$ cat src/rtl/spt_pkg.sv
package spt_pkg;
  localparam int ADDR_W = 8;
  localparam int DATA_W = 32;
  localparam int PS_W   = 3;
  localparam int PRE_W  = 7;   // holds 2^PS_W - 1

  localparam logic [ADDR_W-1:0] SC_ADDR   = 8'h10;
  localparam logic [ADDR_W-1:0] CNT_ADDR  = 8'h14;
  localparam logic [ADDR_W-1:0] MOD_ADDR  = 8'h18;
  localparam int                CH_BASE   = 32;
  localparam int                CH_STRIDE = 8;
  localparam logic [1:0]        CMOD_RUN  = 2'b01;

  typedef struct packed {
    logic             center;
    logic [1:0]       cmode;
    logic [PS_W-1:0]  ps;
  } sc_t;

  typedef struct packed {
    logic msel_b;
    logic msel_a;
    logic lvl_reload;
    logic lvl_match;
  } chan_mode_t;

  function automatic logic [PRE_W-1:0] ps_limit(input logic [PS_W-1:0] ps);
    logic [PRE_W:0] span;
    span = (PRE_W+1)'(1) << ps;
    return PRE_W'(span - 1'b1);
  endfunction

  function automatic logic is_pwm(input chan_mode_t m);
    return m.msel_b & ~m.msel_a;
  endfunction

  function automatic logic drives_pin(input chan_mode_t m);
    return is_pwm(m) & (m.lvl_reload | m.lvl_match);
  endfunction

  function automatic logic [ADDR_W-1:0] ch_ctl_addr(input int n);
    return ADDR_W'(CH_BASE + CH_STRIDE * n);
  endfunction

  function automatic logic [ADDR_W-1:0] ch_cv_addr(input int n);
    return ADDR_W'(CH_BASE + CH_STRIDE * n + 4);
  endfunction
endpackage

$ cat src/rtl/spt_timebase.sv
module spt_timebase import spt_pkg::*; #(
  parameter int CNT_W = 16
) (
  input  logic             clk,
  input  logic             rst_n,
  input  logic             run,
  input  logic             run_nxt,
  input  logic             clr,
  input  logic [PS_W-1:0]  ps_nxt,
  input  logic [CNT_W-1:0] mod_nxt,
  output logic [CNT_W-1:0] cnt,
  output logic [CNT_W-1:0] cnt_nxt,
  output logic             tick,
  output logic             wrap
);
  logic [PS_W-1:0]  ps_act;
  logic [CNT_W-1:0] mod_act;
  logic [PRE_W-1:0] pre_cnt;
  logic             at_top;
  logic             load_act;

  assign at_top   = (cnt >= mod_act);
  assign tick     = run & ~clr & (pre_cnt == ps_limit(ps_act));
  assign wrap     = tick & at_top;
  assign cnt_nxt  = at_top ? '0 : cnt + 1'b1;
  // stopped, starting, or at a period boundary: active values follow the buffer
  assign load_act = ~run | ~run_nxt | wrap;

  always_ff @(posedge clk or negedge rst_n) begin
    if (!rst_n) begin
      ps_act  <= '0;
      mod_act <= '0;
      pre_cnt <= '0;
      cnt     <= '0;
    end else begin
      if (load_act) begin
        ps_act  <= ps_nxt;
        mod_act <= mod_nxt;
      end
      if (clr | ~run | tick) pre_cnt <= '0;
      else                   pre_cnt <= pre_cnt + 1'b1;
      if (clr)       cnt <= '0;
      else if (tick) cnt <= cnt_nxt;
    end
  end

  // a wrap always lands on zero
  a_r4_wrap_to_zero: assert property (@(posedge clk) disable iff (!rst_n)
    wrap |=> (cnt == '0));
  // a stopped counter holds its value
  a_r2_hold_stopped: assert property (@(posedge clk) disable iff (!rst_n)
    (!run && !clr) |=> $stable(cnt));
  // with a prescale above zero two steps are never back to back
  a_r3_tick_spacing: assert property (@(posedge clk) disable iff (!rst_n)
    (tick && !wrap && ps_act != '0) |=> !tick);
  // a counter write clears it
  a_r5_clear: assert property (@(posedge clk) disable iff (!rst_n)
    clr |=> (cnt == '0));
endmodule

$ cat src/rtl/spt_channel.sv
module spt_channel import spt_pkg::*; #(
  parameter int CNT_W = 16
) (
  input  logic             clk,
  input  logic             rst_n,
  input  logic             tick,
  input  logic             wrap,
  input  logic             run,
  input  logic             run_nxt,
  input  logic [CNT_W-1:0] cnt_nxt,
  input  logic             ctl_we,
  input  logic             cv_we,
  input  chan_mode_t       mode_wr,
  input  logic             flag_clr,
  input  logic [CNT_W-1:0] cv_wr,
  output logic [7:0]       ctl_rd,
  output logic [CNT_W-1:0] cv_rd,
  output logic             pwm
);
  chan_mode_t       mode;
  logic             flag;
  logic             out_q;
  logic [CNT_W-1:0] cv_buf, cv_act, cv_buf_nxt, cv_cmp;
  logic             match;

  assign cv_buf_nxt = cv_we ? cv_wr : cv_buf;
  // at a wrap the incoming period's compare value already applies
  assign cv_cmp     = wrap ? cv_buf_nxt : cv_act;
  assign match      = tick & (cnt_nxt == cv_cmp);

  always_ff @(posedge clk or negedge rst_n) begin
    if (!rst_n) begin
      mode   <= '0;
      flag   <= 1'b0;
      out_q  <= 1'b0;
      cv_buf <= '0;
      cv_act <= '0;
    end else begin
      if (cv_we) cv_buf <= cv_wr;
      if (~run | ~run_nxt | wrap) cv_act <= cv_buf_nxt;
      if (ctl_we) mode <= mode_wr;
      if (match)                  flag <= 1'b1;
      else if (ctl_we & flag_clr) flag <= 1'b0;
      if (is_pwm(mode)) begin
        if (match)     out_q <= mode.lvl_match;
        else if (wrap) out_q <= mode.lvl_reload;
      end
    end
  end

  assign pwm    = drives_pin(mode) & out_q;
  assign ctl_rd = {flag, 1'b0, mode, 2'b00};
  assign cv_rd  = cv_buf;

  // a match raises the flag
  a_r10_flag_on_match: assert property (@(posedge clk) disable iff (!rst_n)
    match |=> flag);
  // the flag only falls after a write-one-to-clear
  a_r10_flag_clear_by_write: assert property (@(posedge clk) disable iff (!rst_n)
    $fell(flag) |-> $past(ctl_we && flag_clr));
  // match level follows a match in PWM mode
  a_r8_match_level: assert property (@(posedge clk) disable iff (!rst_n)
    (match && is_pwm(mode)) |=> (out_q == $past(mode.lvl_match)));
  // reload level follows a wrap without a match
  a_r8_reload_level: assert property (@(posedge clk) disable iff (!rst_n)
    (wrap && !match && is_pwm(mode)) |=> (out_q == $past(mode.lvl_reload)));
endmodule

$ cat src/rtl/shared_pwm_timer.sv
module shared_pwm_timer import spt_pkg::*; #(
  parameter int NCH   = 6,
  parameter int CNT_W = 16
) (
  input  logic              clk,
  input  logic              rst_n,
  input  logic [ADDR_W-1:0] bus_addr,
  input  logic              bus_we,
  input  logic [DATA_W-1:0] bus_wdata,
  output logic [DATA_W-1:0] bus_rdata,
  output logic [NCH-1:0]    pwm_out
);
  sc_t              sc_q, sc_nxt;
  logic             sc_we, mod_we, cnt_clr;
  logic             run, run_nxt;
  logic [CNT_W-1:0] mod_buf, mod_nxt;
  logic [CNT_W-1:0] cnt, cnt_nxt;
  logic             tick, wrap;
  logic [7:0]       ctl_rd [NCH];
  logic [CNT_W-1:0] cv_rd  [NCH];
  logic             wdata_unused;

  assign sc_we   = bus_we && (bus_addr == SC_ADDR);
  assign mod_we  = bus_we && (bus_addr == MOD_ADDR);
  assign cnt_clr = bus_we && (bus_addr == CNT_ADDR);
  assign sc_nxt  = sc_we  ? sc_t'(bus_wdata[5:0]) : sc_q;
  assign mod_nxt = mod_we ? bus_wdata[CNT_W-1:0] : mod_buf;
  assign run     = (sc_q.cmode == CMOD_RUN);
  assign run_nxt = (sc_nxt.cmode == CMOD_RUN);
  assign wdata_unused = ^{bus_wdata[DATA_W-1:CNT_W], bus_wdata[6]};

  always_ff @(posedge clk or negedge rst_n) begin
    if (!rst_n) begin
      sc_q    <= '0;
      mod_buf <= '0;
    end else begin
      if (sc_we)  sc_q    <= sc_nxt;
      if (mod_we) mod_buf <= bus_wdata[CNT_W-1:0];
    end
  end

  spt_timebase #(.CNT_W(CNT_W)) u_tb (
    .clk     (clk),
    .rst_n   (rst_n),
    .run     (run),
    .run_nxt (run_nxt),
    .clr     (cnt_clr),
    .ps_nxt  (sc_nxt.ps),
    .mod_nxt (mod_nxt),
    .cnt     (cnt),
    .cnt_nxt (cnt_nxt),
    .tick    (tick),
    .wrap    (wrap)
  );

  for (genvar n = 0; n < NCH; n++) begin : g_ch
    logic ctl_we, cv_we;
    assign ctl_we = bus_we && (bus_addr == ch_ctl_addr(n));
    assign cv_we  = bus_we && (bus_addr == ch_cv_addr(n));
    spt_channel #(.CNT_W(CNT_W)) u_ch (
      .clk      (clk),
      .rst_n    (rst_n),
      .tick     (tick),
      .wrap     (wrap),
      .run      (run),
      .run_nxt  (run_nxt),
      .cnt_nxt  (cnt_nxt),
      .ctl_we   (ctl_we),
      .cv_we    (cv_we),
      .mode_wr  (bus_wdata[5:2]),
      .flag_clr (bus_wdata[7]),
      .cv_wr    (bus_wdata[CNT_W-1:0]),
      .ctl_rd   (ctl_rd[n]),
      .cv_rd    (cv_rd[n]),
      .pwm      (pwm_out[n])
    );
  end

  always_comb begin
    bus_rdata = '0;
    if (bus_addr == SC_ADDR)  bus_rdata = DATA_W'(sc_q);
    if (bus_addr == CNT_ADDR) bus_rdata = DATA_W'(cnt);
    if (bus_addr == MOD_ADDR) bus_rdata = DATA_W'(mod_buf);
    for (int n = 0; n < NCH; n++) begin
      if (bus_addr == ch_ctl_addr(n)) bus_rdata = DATA_W'(ctl_rd[n]);
      if (bus_addr == ch_cv_addr(n))  bus_rdata = DATA_W'(cv_rd[n]);
    end
  end
endmodule

$ cat config.mk
export PLATFORM = sky130hd
export DESIGN_NAME = shared_pwm_timer
export DESIGN_NICKNAME = d
export VERILOG_FILES = /design/src/rtl/spt_pkg.sv /design/src/rtl/spt_timebase.sv /design/src/rtl/spt_channel.sv /design/src/rtl/shared_pwm_timer.sv
export SDC_FILE = /design/constraint.sdc
export NUM_CORES = 1
export LEC_CHECK = 0
export ABC_AREA = 1
export BUFFER_PORTS_ARGS = -buffer_cell sky130_fd_sc_hd__buf_2
export CORE_ASPECT_RATIO = 0.9
export CORE_MARGIN = 4
export CORE_UTILIZATION = 65
export CTS_BUF_LIST = sky130_fd_sc_hd__clkbuf_4 sky130_fd_sc_hd__clkbuf_8
export CTS_CLUSTER_DIAMETER = 80
export DETAILED_ROUTE_END_ITERATION = 10
export GPL_TIMING_DRIVEN = 0
export PLACE_DENSITY_LB_ADDON = 0.15
export SETUP_SLACK_MARGIN = 0.1
export SLEW_MARGIN = 20
export SYNTH_ARGS = -nofsm -noshare
export SYNTH_HDL_FRONTEND = slang
export SYNTH_SLANG_ARGS = --single-unit
$ cat constraint.sdc
create_clock -name clk -period 6.19 [get_ports clk]
set_input_delay 0.9285 -clock clk [delete_from_list [all_inputs] [get_ports clk]]
set_output_delay 0.9285 -clock clk [all_outputs]
set_load 0.02 [all_outputs]
# Yosys cells after proc, flatten, opt, wreduce, memory -nomap -nowiden
# Index checks and enable logic that the tools add are counted.
[word_totals]
register_bits = 292
latch_bits = 0
ramBits = 0
romBits = 0
in_bits = 43
word_cells = 228
mem_count = 0
[classes]
add_sub_neg = 3
n_mul = 0
n_div = 0
n_lt_le_gt_ge = 1
eq_ne = 24
shifts = 1
mux = 57
bitwise = 52
reduce_logical = 34
[op_table]
columns = ["cell", "count"]
rows = [
  ["$mux 32", 14],
  ["$mux 16", 16],
  ["$eq 16x16->1", 6],
  ["$eq 8x6->1 const B", 8],
  ["$and 1x1->1", 33],
  ["$eq 8x7->1 const B", 4],
  ["$reduce_bool 2->1", 13],
  ["$eq 8x5->1 const B", 3],
  ["$mux 1", 24],
  ["$add 16x1->16 const B", 1],
  ["$ge 16x16->1", 1],
  ["$logic_and 1x1->1", 15],
  ["$reduce_and 2->1", 6],
  ["$or 1x1->1", 10],
  ["$not 1->1", 9],
  ["$add 7x1->7 const B", 1],
  ["$eq 7x7->1", 1],
  ["$mux 7", 1],
  ["$shl 1x3->7 const A", 1],
  ["$sub 7x1->7 const B", 1],
  ["$mux 6", 1],
  ["$mux 5", 1],
  ["$eq 2x1->1 const B", 2],
]

# Logic depth before layout (Yosys ltp)
# Gate-level depths: netlist of the first run.
[logic_depth]
ltp_word = 16
ltp_mapped = 28

# Hierarchy
# A second synthesis of the first run with hierarchy kept.
[unflattened]
hier_cells = 2629
hier_area_um2 = 18505.2
[by_module_without_submodules]
columns = ["module", "instances", "cells_per_inst", "area_each_um2", "seq_area_each_um2"]
rows = [
  ["spt_channel", 6, 295, 2160.8, 950.9],
  ["spt_timebase", 1, 389, 2824.0, 1051.0],
  ["shared_pwm_timer", 1, 470, 2716.4, 550.5],
]

# Worst setup path after synthesis of the first run
# OpenSTA, ideal clock, no wires.
[synth_timing]
path_type = "in2out"
from = "input port bus_addr[1]"
to = "output port bus_rdata[1]"
arrival_time_ps = 2644
required_ps = 5261
slack_ps = 2617
path_stages = 12
path_cell_list = "nor2_2 nand3_2 inv_1 nand2_1 clkbuf_1 o21ai_0 a21oi_1 nand4_1 o21ai_0 nand2_1 a21oi_1 o21ai_0"
[synth_via]
elab_chain_len = 16
elab_cells_between_ends = 30
classes_between = "eq/ne: 15; mux: 15"
[synth_rtl]
columns = ["item", "line", "text"]
rows = [
  ["start, declared", "shared_pwm_timer.sv:7", "input logic [ADDR_W-1:0] bus_addr,"],
  ["$eq 8x5->1", "shared_pwm_timer.sv:81", "if (bus_addr == SC_ADDR) bus_rdata = DATA_W'(sc_q);"],
  ["$mux 6", "shared_pwm_timer.sv:81", ""],
  ["$mux 32", "shared_pwm_timer.sv:82", "if (bus_addr == CNT_ADDR) bus_rdata = DATA_W'(cnt);"],
  ["$mux 32", "shared_pwm_timer.sv:83", "if (bus_addr == MOD_ADDR) bus_rdata = DATA_W'(mod_buf);"],
  ["$mux 32", "shared_pwm_timer.sv:85", "if (bus_addr == ch_ctl_addr(n)) bus_rdata = DATA_W'(ctl_rd[n]);"],
  ["$mux 32", "shared_pwm_timer.sv:86", "if (bus_addr == ch_cv_addr(n)) bus_rdata = DATA_W'(cv_rd[n]);"],
  ["$mux 32", "shared_pwm_timer.sv:85", ""],
  ["$mux 32", "shared_pwm_timer.sv:86", ""],
  ["$mux 32", "shared_pwm_timer.sv:85", ""],
  ["$mux 32", "shared_pwm_timer.sv:86", ""],
  ["$mux 32", "shared_pwm_timer.sv:85", ""],
  ["$mux 32", "shared_pwm_timer.sv:86", ""],
  ["$mux 32", "shared_pwm_timer.sv:85", ""],
  ["$mux 32", "shared_pwm_timer.sv:86", ""],
  ["$mux 32", "shared_pwm_timer.sv:85", ""],
  ["$mux 32 (*)", "shared_pwm_timer.sv:86", ""],
  ["end, declared", "shared_pwm_timer.sv:10", "output logic [DATA_W-1:0] bus_rdata,"],
]
# Mark *: on every way between the ends. The rest lies on a longest branch, timed or not.

# Worst setup path in the final report of the first run
[layout_timing]
from = "register u_tb.cnt[11]"
to = "register g_ch[3].u_ch.out_q"
[layout_via]
elab_chain_len = 7
elab_cells_between_ends = 10
classes_between = "add/sub: 1; order compare: 1; eq/ne: 1; mux: 3; bitwise: 2; reduce/logical: 2"
[layout_rtl]
columns = ["item", "line", "text"]
rows = [
  ["start, declared", "spt_timebase.sv:11", "output logic [CNT_W-1:0] cnt,"],
  ["start signal, assigned", "spt_timebase.sv:43", "else if (tick) cnt <= cnt_nxt;"],
  ["$ge 16x16->1", "spt_timebase.sv:22", "assign at_top = (cnt >= mod_act);"],
  ["$and 1x1->1", "spt_timebase.sv:24", "assign wrap = tick & at_top;"],
  ["$mux 16", "spt_channel.sv:28", "assign cv_cmp = wrap ? cv_buf_nxt : cv_act;"],
  ["$eq 16x16->1", "spt_channel.sv:29", "assign match = tick & (cnt_nxt == cv_cmp);"],
  ["$and 1x1->1", "spt_channel.sv:29", ""],
  ["$reduce_bool 2->1 (no source line)", "n/a", ""],
  ["$reduce_and 2->1 (no source line)", "n/a", ""],
  ["end signal, assigned", "spt_channel.sv:45", "if (match) out_q <= mode.lvl_match;"],
  ["end signal, assigned", "spt_channel.sv:46", "else if (wrap) out_q <= mode.lvl_reload;"],
  ["end, declared", "spt_channel.sv:22", "logic out_q;"],
]
# Parallel ways exist; a longest one is shown, timed or not.
# A chain may end at the register's enable or synchronous reset.

==> results of run 1 <==
worst max-delay path, stage by stage (launching register included):
cell and delay, ns:
dfrtp_1 0.43, ha_1 0.35, nand2_1 0.08, nand2_1 0.04, o21bai_1 0.16, a21oi_1 0.39, nand3_2 0.50, buf_2 0.40
nor2_1 0.82, inv_1 0.53, nand2_1 0.18, nand2_1 0.06, nor2_1 0.10, nand2_1 0.06, nor2_1 0.24, nand3_1 0.25
nand2_1 0.14, nand2_1 0.06, nand2_1 0.06, nand2_1 0.05
per-stage QoR:
step,TNS (ns),setup WS (ns)
2_1_floorplan,0,2.617
3_3_place_gp,-302.44,-1.078
3_5_place_dp,0,1.454
4_1_cts,0,1.425
5_1_grt,0,1.050
6_report,0,1.168
cells in the mapped netlist (all sizes together), types with 4 or more instances:
cell / count
dfrtp: 292
nand3b: 4
a21oi: 39
buf: 67
clkbuf: 59
o211a: 6
xor2: 8
nor2: 177
ha: 19
o21ai: 187
nand2: 1142
nand3: 136
nand4: 129
o211ai: 4
inv: 141
o22ai: 16
nor3: 11
a221oi: 10
flip-flops by register name, indices dropped and copies added (netlist names):
| signal | count |
|---|---|
| u_tb.mod_act | 16 |
| u_tb.pre_cnt | 7 |
| g_ch.u_ch.cv_rd | 96 |
| u_tb.ps_act | 3 |
| g_ch.u_ch.out_q | 6 |
| g_ch.u_ch.flag | 6 |
| g_ch.u_ch.cv_act | 96 |
| mod_buf | 16 |
| u_tb.cnt | 16 |
| sc_q | 6 |
| g_ch.u_ch.ctl_rd | 24 |
layout make-up:
class	count	area [µm²]	share of cell area
Antenna cell	2	5.005	0.0002658
Buffer	126	616.8	0.03276
Clock buffer	73	923.4	0.04904
Clock inverter	14	147.6	0.007842
Inverter	144	540.5	0.02871
Multi-Input combinational cell	1922	8554	0.4543
Sequential cell	292	7307	0.3881
Tap cell	342	427.9	0.02273
Timing Repair Buffer	50	305.3	0.01621
cell families after synthesis:
kind of cell / Yosys count
buf+inv: 270
xor+xnor: 8
other cells: 1
flops: 292
simple gates: 1605
fa+ha+maj: 19
compound gates: 274
per-layer routing:
layer | up-vias | wire length, µm | GRT usage
met5 | - | 25 | 0
met1 | 8725 | 24330 | 0.6169
met2 | 1663 | 27190 | 0.6556
met3 | 342 | 11010 | 0.1634
li1 | 8238 | - | -
met4 | 4 | 3960 | 0.2218
how the worst max path moves through the flow:
stage            startpoint                     end  slack [ns]  cells after the start
6_report       u_tb.cnt[11]      g_ch[3].u_ch.out_q        1.17                     19
5_1_grt        u_tb.cnt[11]      g_ch[3].u_ch.out_q        1.05                     19
4_1_cts        u_tb.cnt[11]      g_ch[3].u_ch.out_q        1.42                     19
3_5_place_dp   u_tb.cnt[11]      g_ch[1].u_ch.out_q        1.45                     19
3_3_place_gp          rst_n  g_ch[3].u_ch.cv_act[9]       -1.08                      1
2_1_floorplan   bus_addr[1]            bus_rdata[1]        2.62                     12
power by group through the flow:
stage	Clock (mW)	Combinational, mW	Sequential [mW]
CTS	1.89	6.29	2.54
global placement	0	6.10	2.55
detailed placement	0	6.25	2.56
finish	1.91	6.73	2.56
floorplan	0	4.04	2.49
global route	1.98	7.10	2.59
==> impl_metrics.env, run 1 <==
export IMPL_synth_area_um2=16960
export IMPL_combPwrFrac=0.601
export IMPL_critPathKind="flip-flop to flip-flop"
export IMPL_finalHoldViolCount=0
export IMPL_wirelength_um=66510
export IMPL_synth_top_family_by_area="simple AND/OR/NAND/NOR gates"
export IMPL_min_path_type="primary input to async pin"
export IMPL_report_final_slew_viol_count=0
export IMPL_grt_max_degree=101
export IMPL_cts_sinks=292
export IMPL_cts_tree="done"
export IMPL_p_sw_frac=0.5538
export IMPL_cts_clk_slew_worst_paths_ns=0.07
export IMPL_placed_cells=2876
export IMPL_layout_common_cells="nand2_1, dfrtp_1, nor2_1"
export IMPL_worst_r2r_cell_count=19
export IMPL_worstSetupEndpointType="flip-flop"
export IMPL_cts_resized=0
export IMPL_clkPwrFrac=0.170
export IMPL_area_delta_synth_final_pct=11.00
export IMPL_synth_mux_area_frac=0
export IMPL_drt_iter0_markers=3321
export IMPL_postLayoutCoreUtil=0.7415
export IMPL_power_internal_mw=4.998
export IMPL_nNetsFinal=2647
export IMPL_grt_pass1_wl_um=99730
export IMPL_via_per_inst=6.399
export IMPL_powerDensity_nw_per_um2=594.8
export IMPL_critical_path_peak_fanout=10
export IMPL_final_common_cell="nand2_1"
export IMPL_wl_per_cell_um=22.43
export IMPL_post_dp_cell_area_um2=17750
export IMPL_rr_endpoint="g_ch[3].u_ch.out_q"
export IMPL_clock_path_buffers=3
export IMPL_gp_congestion=1.046
export IMPL_antenna_left=0
export IMPL_ctsHoldBuffers=0
export IMPL_synthFlopType="dfrtp_1"
export IMPL_dr_pass1_iters=7
export IMPL_yosys_register_bits=292
export IMPL_fin_cells=2965
export IMPL_synth_fa_ha_area_frac=0.01401
export IMPL_synth_top_area_cell="dfrtp_1"
export IMPL_arrival_ns=5.48
export IMPL_setup_viol=0
export IMPL_netlist_top_cells_area="dfrtp_1, nand2_1, nand4_1"
export IMPL_synth_top_area_frac=0.4308
export IMPL_vias=18970
export IMPL_skew_ns=0.02220
export IMPL_io_pins=81
export IMPL_worstSkewPairLatency_ns=0.58
export IMPL_synth_xor_area_frac=0.004131
export IMPL_regToRegStartpoint="u_tb.cnt[11]"
export IMPL_p_seq_frac=0.228
export IMPL_tightest_slew_ns=1.122
export IMPL_ys_types=44
export IMPL_antenna_found_initial=2
export IMPL_ys_seq_area_frac=0.4308
export IMPL_ir_drop_mv=0.4318
export IMPL_max_slew_margin=0.2521
export IMPL_syn_inst=2469
export IMPL_outcome="finished clean"
export IMPL_required_ns=6.65
export IMPL_postCtsSetupBuffers=0
export IMPL_rsz0062_at_grt="no"
export IMPL_p_sw_mw=6.201
export IMPL_leakage_nw=10.25
export IMPL_cts_root_buffer="clkbuf_8"
export IMPL_grt_use_total=0.4564
export IMPL_numCtsBuffers=49
export IMPL_async_flop_share=1.000
export IMPL_start_util=0.6680
export IMPL_r2r_slack_ns=1.17
export IMPL_whs_ns=0.3835
export IMPL_period_minus_slack_ns=5.022
export IMPL_synth_edf_count=0
export IMPL_die_area_um2=28750
export IMPL_detailed_place_hpwl_um=49180
export IMPL_fp_dieH_um=161.3
export IMPL_grt_pass1_vias=17660
export IMPL_finalCritPeriodShare=0.8112
export IMPL_fmax_mhz=199.1
export IMPL_cap_violations=0
export IMPL_synth_compound_area_frac=0.08896
export IMPL_grt_ovfl_total=0
export IMPL_htree_levels=2
export IMPL_io_buffers=48
export IMPL_layout_drive_gt1_share=0.08585
export IMPL_avgSynthCellArea_um2=6.870
export IMPL_drc_errors=0
export IMPL_floorplan_rows=55
export IMPL_postLayoutCellArea_um2=18830
export IMPL_core_area_um2=25390
export IMPL_crit_path_start_kind="flip-flop"
export IMPL_ys_warn_count=0
export IMPL_nFillCells=2035
export IMPL_synth_simple_area_share=0.3937
export IMPL_power_mw=11.20
export IMPL_die_w_um=178.3
Power figures use the tool's default switching activity.
==> run 2, diff against run 1 <==
--- a/config.mk
+++ b/config.mk
@@ -9,7 +9,7 @@
 export BUFFER_PORTS_ARGS = -buffer_cell sky130_fd_sc_hd__buf_2
 export CORE_ASPECT_RATIO = 0.9
 export CORE_MARGIN = 4
-export CORE_UTILIZATION = 65
+export CORE_UTILIZATION = 64
 export CTS_BUF_LIST = sky130_fd_sc_hd__clkbuf_4 sky130_fd_sc_hd__clkbuf_8
 export CTS_CLUSTER_DIAMETER = 80
 export DETAILED_ROUTE_END_ITERATION = 10
==> constraint.sdc (replaced) <==
create_clock -name clk -period 5.15 [get_ports clk]
set_input_delay 0.7725 -clock clk [delete_from_list [all_inputs] [get_ports clk]]
set_output_delay 0.7725 -clock clk [all_outputs]
set_load 0.02 [all_outputs]
==> impl_metrics.env, run 2 (synthesized netlist as in run 1, its figures left out) <==
export IMPL_ir_drop_mv=0.4296
export IMPL_fin_cells=2971
export IMPL_cts_resized=0
export IMPL_grt_pass1_vias=17650
export IMPL_leakage_nw=10.27
export IMPL_gp_congestion=1.024
export IMPL_fmax_mhz=206.9
export IMPL_ctsHoldBuffers=0
export IMPL_antennaDiodeCount=0
export IMPL_worst_r2r_cell_count=19
export IMPL_die_w_um=179.6
export IMPL_cts_sinks=292
export IMPL_highest_layer="met4"
export IMPL_clock_path_buffers=3
export IMPL_postCtsSetupBuffers=0
export IMPL_cts_tree="done"
export IMPL_regArea_um2=7307
export IMPL_io_pins=81
export IMPL_cts_root_buffer="clkbuf_8"
export IMPL_critPathSlowestCell="nor2_1"
export IMPL_final_common_cell="nand2_1"
export IMPL_critical_path_peak_fanout=10
export IMPL_required_ns=5.63
export IMPL_dr_pass1_iters=8
export IMPL_whs_ns=0.1113
export IMPL_report_final_slew_viol_count=0
export IMPL_critical_path_max_stage_delay_ns=0.63
export IMPL_postLayoutCoreUtil=0.7245
export IMPL_via_per_inst=6.346
export IMPL_placed_cells=2883
export IMPL_area_delta_synth_final_pct=11.32
export IMPL_crit_path_cell_trace="ha_1, nand2_1, nand2_1, o21bai_1, a21oi_1, nand3_2, buf_2, nor2_1, inv_1, nand2_1, nand2_1, nor2_1, nand2_1, nor2_1, nand3_1, nand2_1, nand2_1, nand2_1, nand2_1"
export IMPL_cap_violations=0
export IMPL_path_common_cell="nand2_1"
export IMPL_nFillCells=2144
export IMPL_skew_ns=0.01780
export IMPL_drc_errors=0
export IMPL_wl_met1_um=24180
export IMPL_arrival_ns=5.32
export IMPL_worstSetupEndpointType="flip-flop"
export IMPL_grt_ovfl_total=0
export IMPL_finalHoldViolCount=0
export IMPL_core_area_um2=26070
export IMPL_finalCritPeriodShare=0.9385
export IMPL_power_mw=13.45
export IMPL_rr_endpoint="g_ch[3].u_ch.out_q"
export IMPL_detailed_place_hpwl_um=49880
export IMPL_outcome="finished clean"
export IMPL_r2r_slack_ns=0.32
export IMPL_worstSkewPairLatency_ns=0.59
export IMPL_critPathKind="flip-flop to flip-flop"
export IMPL_wl_per_cell_um=22.39
export IMPL_multiInputGateArea_um2=8557
export IMPL_die_area_um2=29180
export IMPL_vias=18850
export IMPL_max_slew_margin=0.2273
export IMPL_io_buffers=48
export IMPL_start_util=0.6508
export IMPL_wirelength_um=66520
export IMPL_grt_max_degree=102
export IMPL_antenna_left=0
export IMPL_wl_met3_um=10660
export IMPL_wl_met2_um=27030
export IMPL_startpoint="u_tb.cnt[11]"
export IMPL_layout_common_cells="nand2_1, dfrtp_1, nor2_1"
export IMPL_endpoint="g_ch[3].u_ch.out_q"
export IMPL_fp_dieH_um=162.4
export IMPL_rsz0062_at_grt="no"
export IMPL_antenna_found_initial=0
export IMPL_floorplan_rows=56
export IMPL_numCtsBuffers=49
export IMPL_grt_pass1_wl_um=101000
export IMPL_setup_viol=0
export IMPL_crit_path_start_kind="flip-flop"
export IMPL_htree_levels=2
export IMPL_grt_use_total=0.4488
export IMPL_layout_drive_gt1_share=0.08692
export IMPL_fin_tns_setup_ns=0
export IMPL_regToRegStartpoint="u_tb.cnt[11]"
export IMPL_cts_clk_slew_worst_paths_ns=0.07
export IMPL_min_path_type="primary input to async pin"
export IMPL_nNetsFinal=2648
export IMPL_tightest_slew_ns=1.159
export IMPL_drt_iter0_markers=3155
export IMPL_powerDensity_nw_per_um2=712.4
export IMPL_period_minus_slack_ns=4.833
==> run 2: routing by layer <==
metal / global-route usage / up-vias
li1: - / 8242
met1: 0.6080 / 8622
met2: 0.6444 / 1629
met3: 0.1418 / 361
met4: 0.2503 / 0
met5: 0 / -
==> run 2: critical path, delay by kind of cell (launching register included) <==
kind / cells / cell delay, ns
and+or+nand+nor: 14 / 2.72
buffers and inverters: 2 / 0.80
AOI/OAI and AO/OA: 2 / 0.43
DFF: 1 / 0.42
adders and majority gates: 1 / 0.34
==> run 2: worst min-delay path by stage <==
stage,slack [ns],end,from
2_1_floorplan,0.44,g_ch[0].u_ch.cv_act[0],g_ch[0].u_ch.cv_act[0]
3_3_place_gp,0.45,g_ch[4].u_ch.cv_act[14],g_ch[4].u_ch.cv_act[14]
3_5_place_dp,0.46,g_ch[2].u_ch.cv_act[11],g_ch[2].u_ch.cv_act[11]
4_1_cts,0.13,u_tb.pre_cnt[5],rst_n
5_1_grt,0.15,u_tb.pre_cnt[3],rst_n
6_report,0.11,u_tb.pre_cnt[3],rst_n
==> run 2: metrics by stage <==
stage | cell area (µm²) | setup WS (ns)
floorplan | 17020 | 1.889
global placement | 17690 | -2.041
detailed placement | 17790 | 0.5915
CTS | 18880 | 0.5712
global route | 18880 | 0.1038
finish | 18880 | 0.3170
==> run 2: power by group <==
part           internal [mW]  leakage [nW]  switching (mW)
logic                   1.96          5.77            6.12
clock network           1.30         0.577            1.02
registers               2.76          3.93           0.299
==> run 2: cell type report <==
cell class / instances / area share
well taps: 348 / 0.02306
repair buffers: 51 / 0.01763
clock buffers: 79 / 0.05394
clock inverters: 9 / 0.003976
plain buffers: 126 / 0.03267
flip-flops and latches: 292 / 0.3870
multi-input cells: 1922 / 0.4532
inverters: 144 / 0.02862
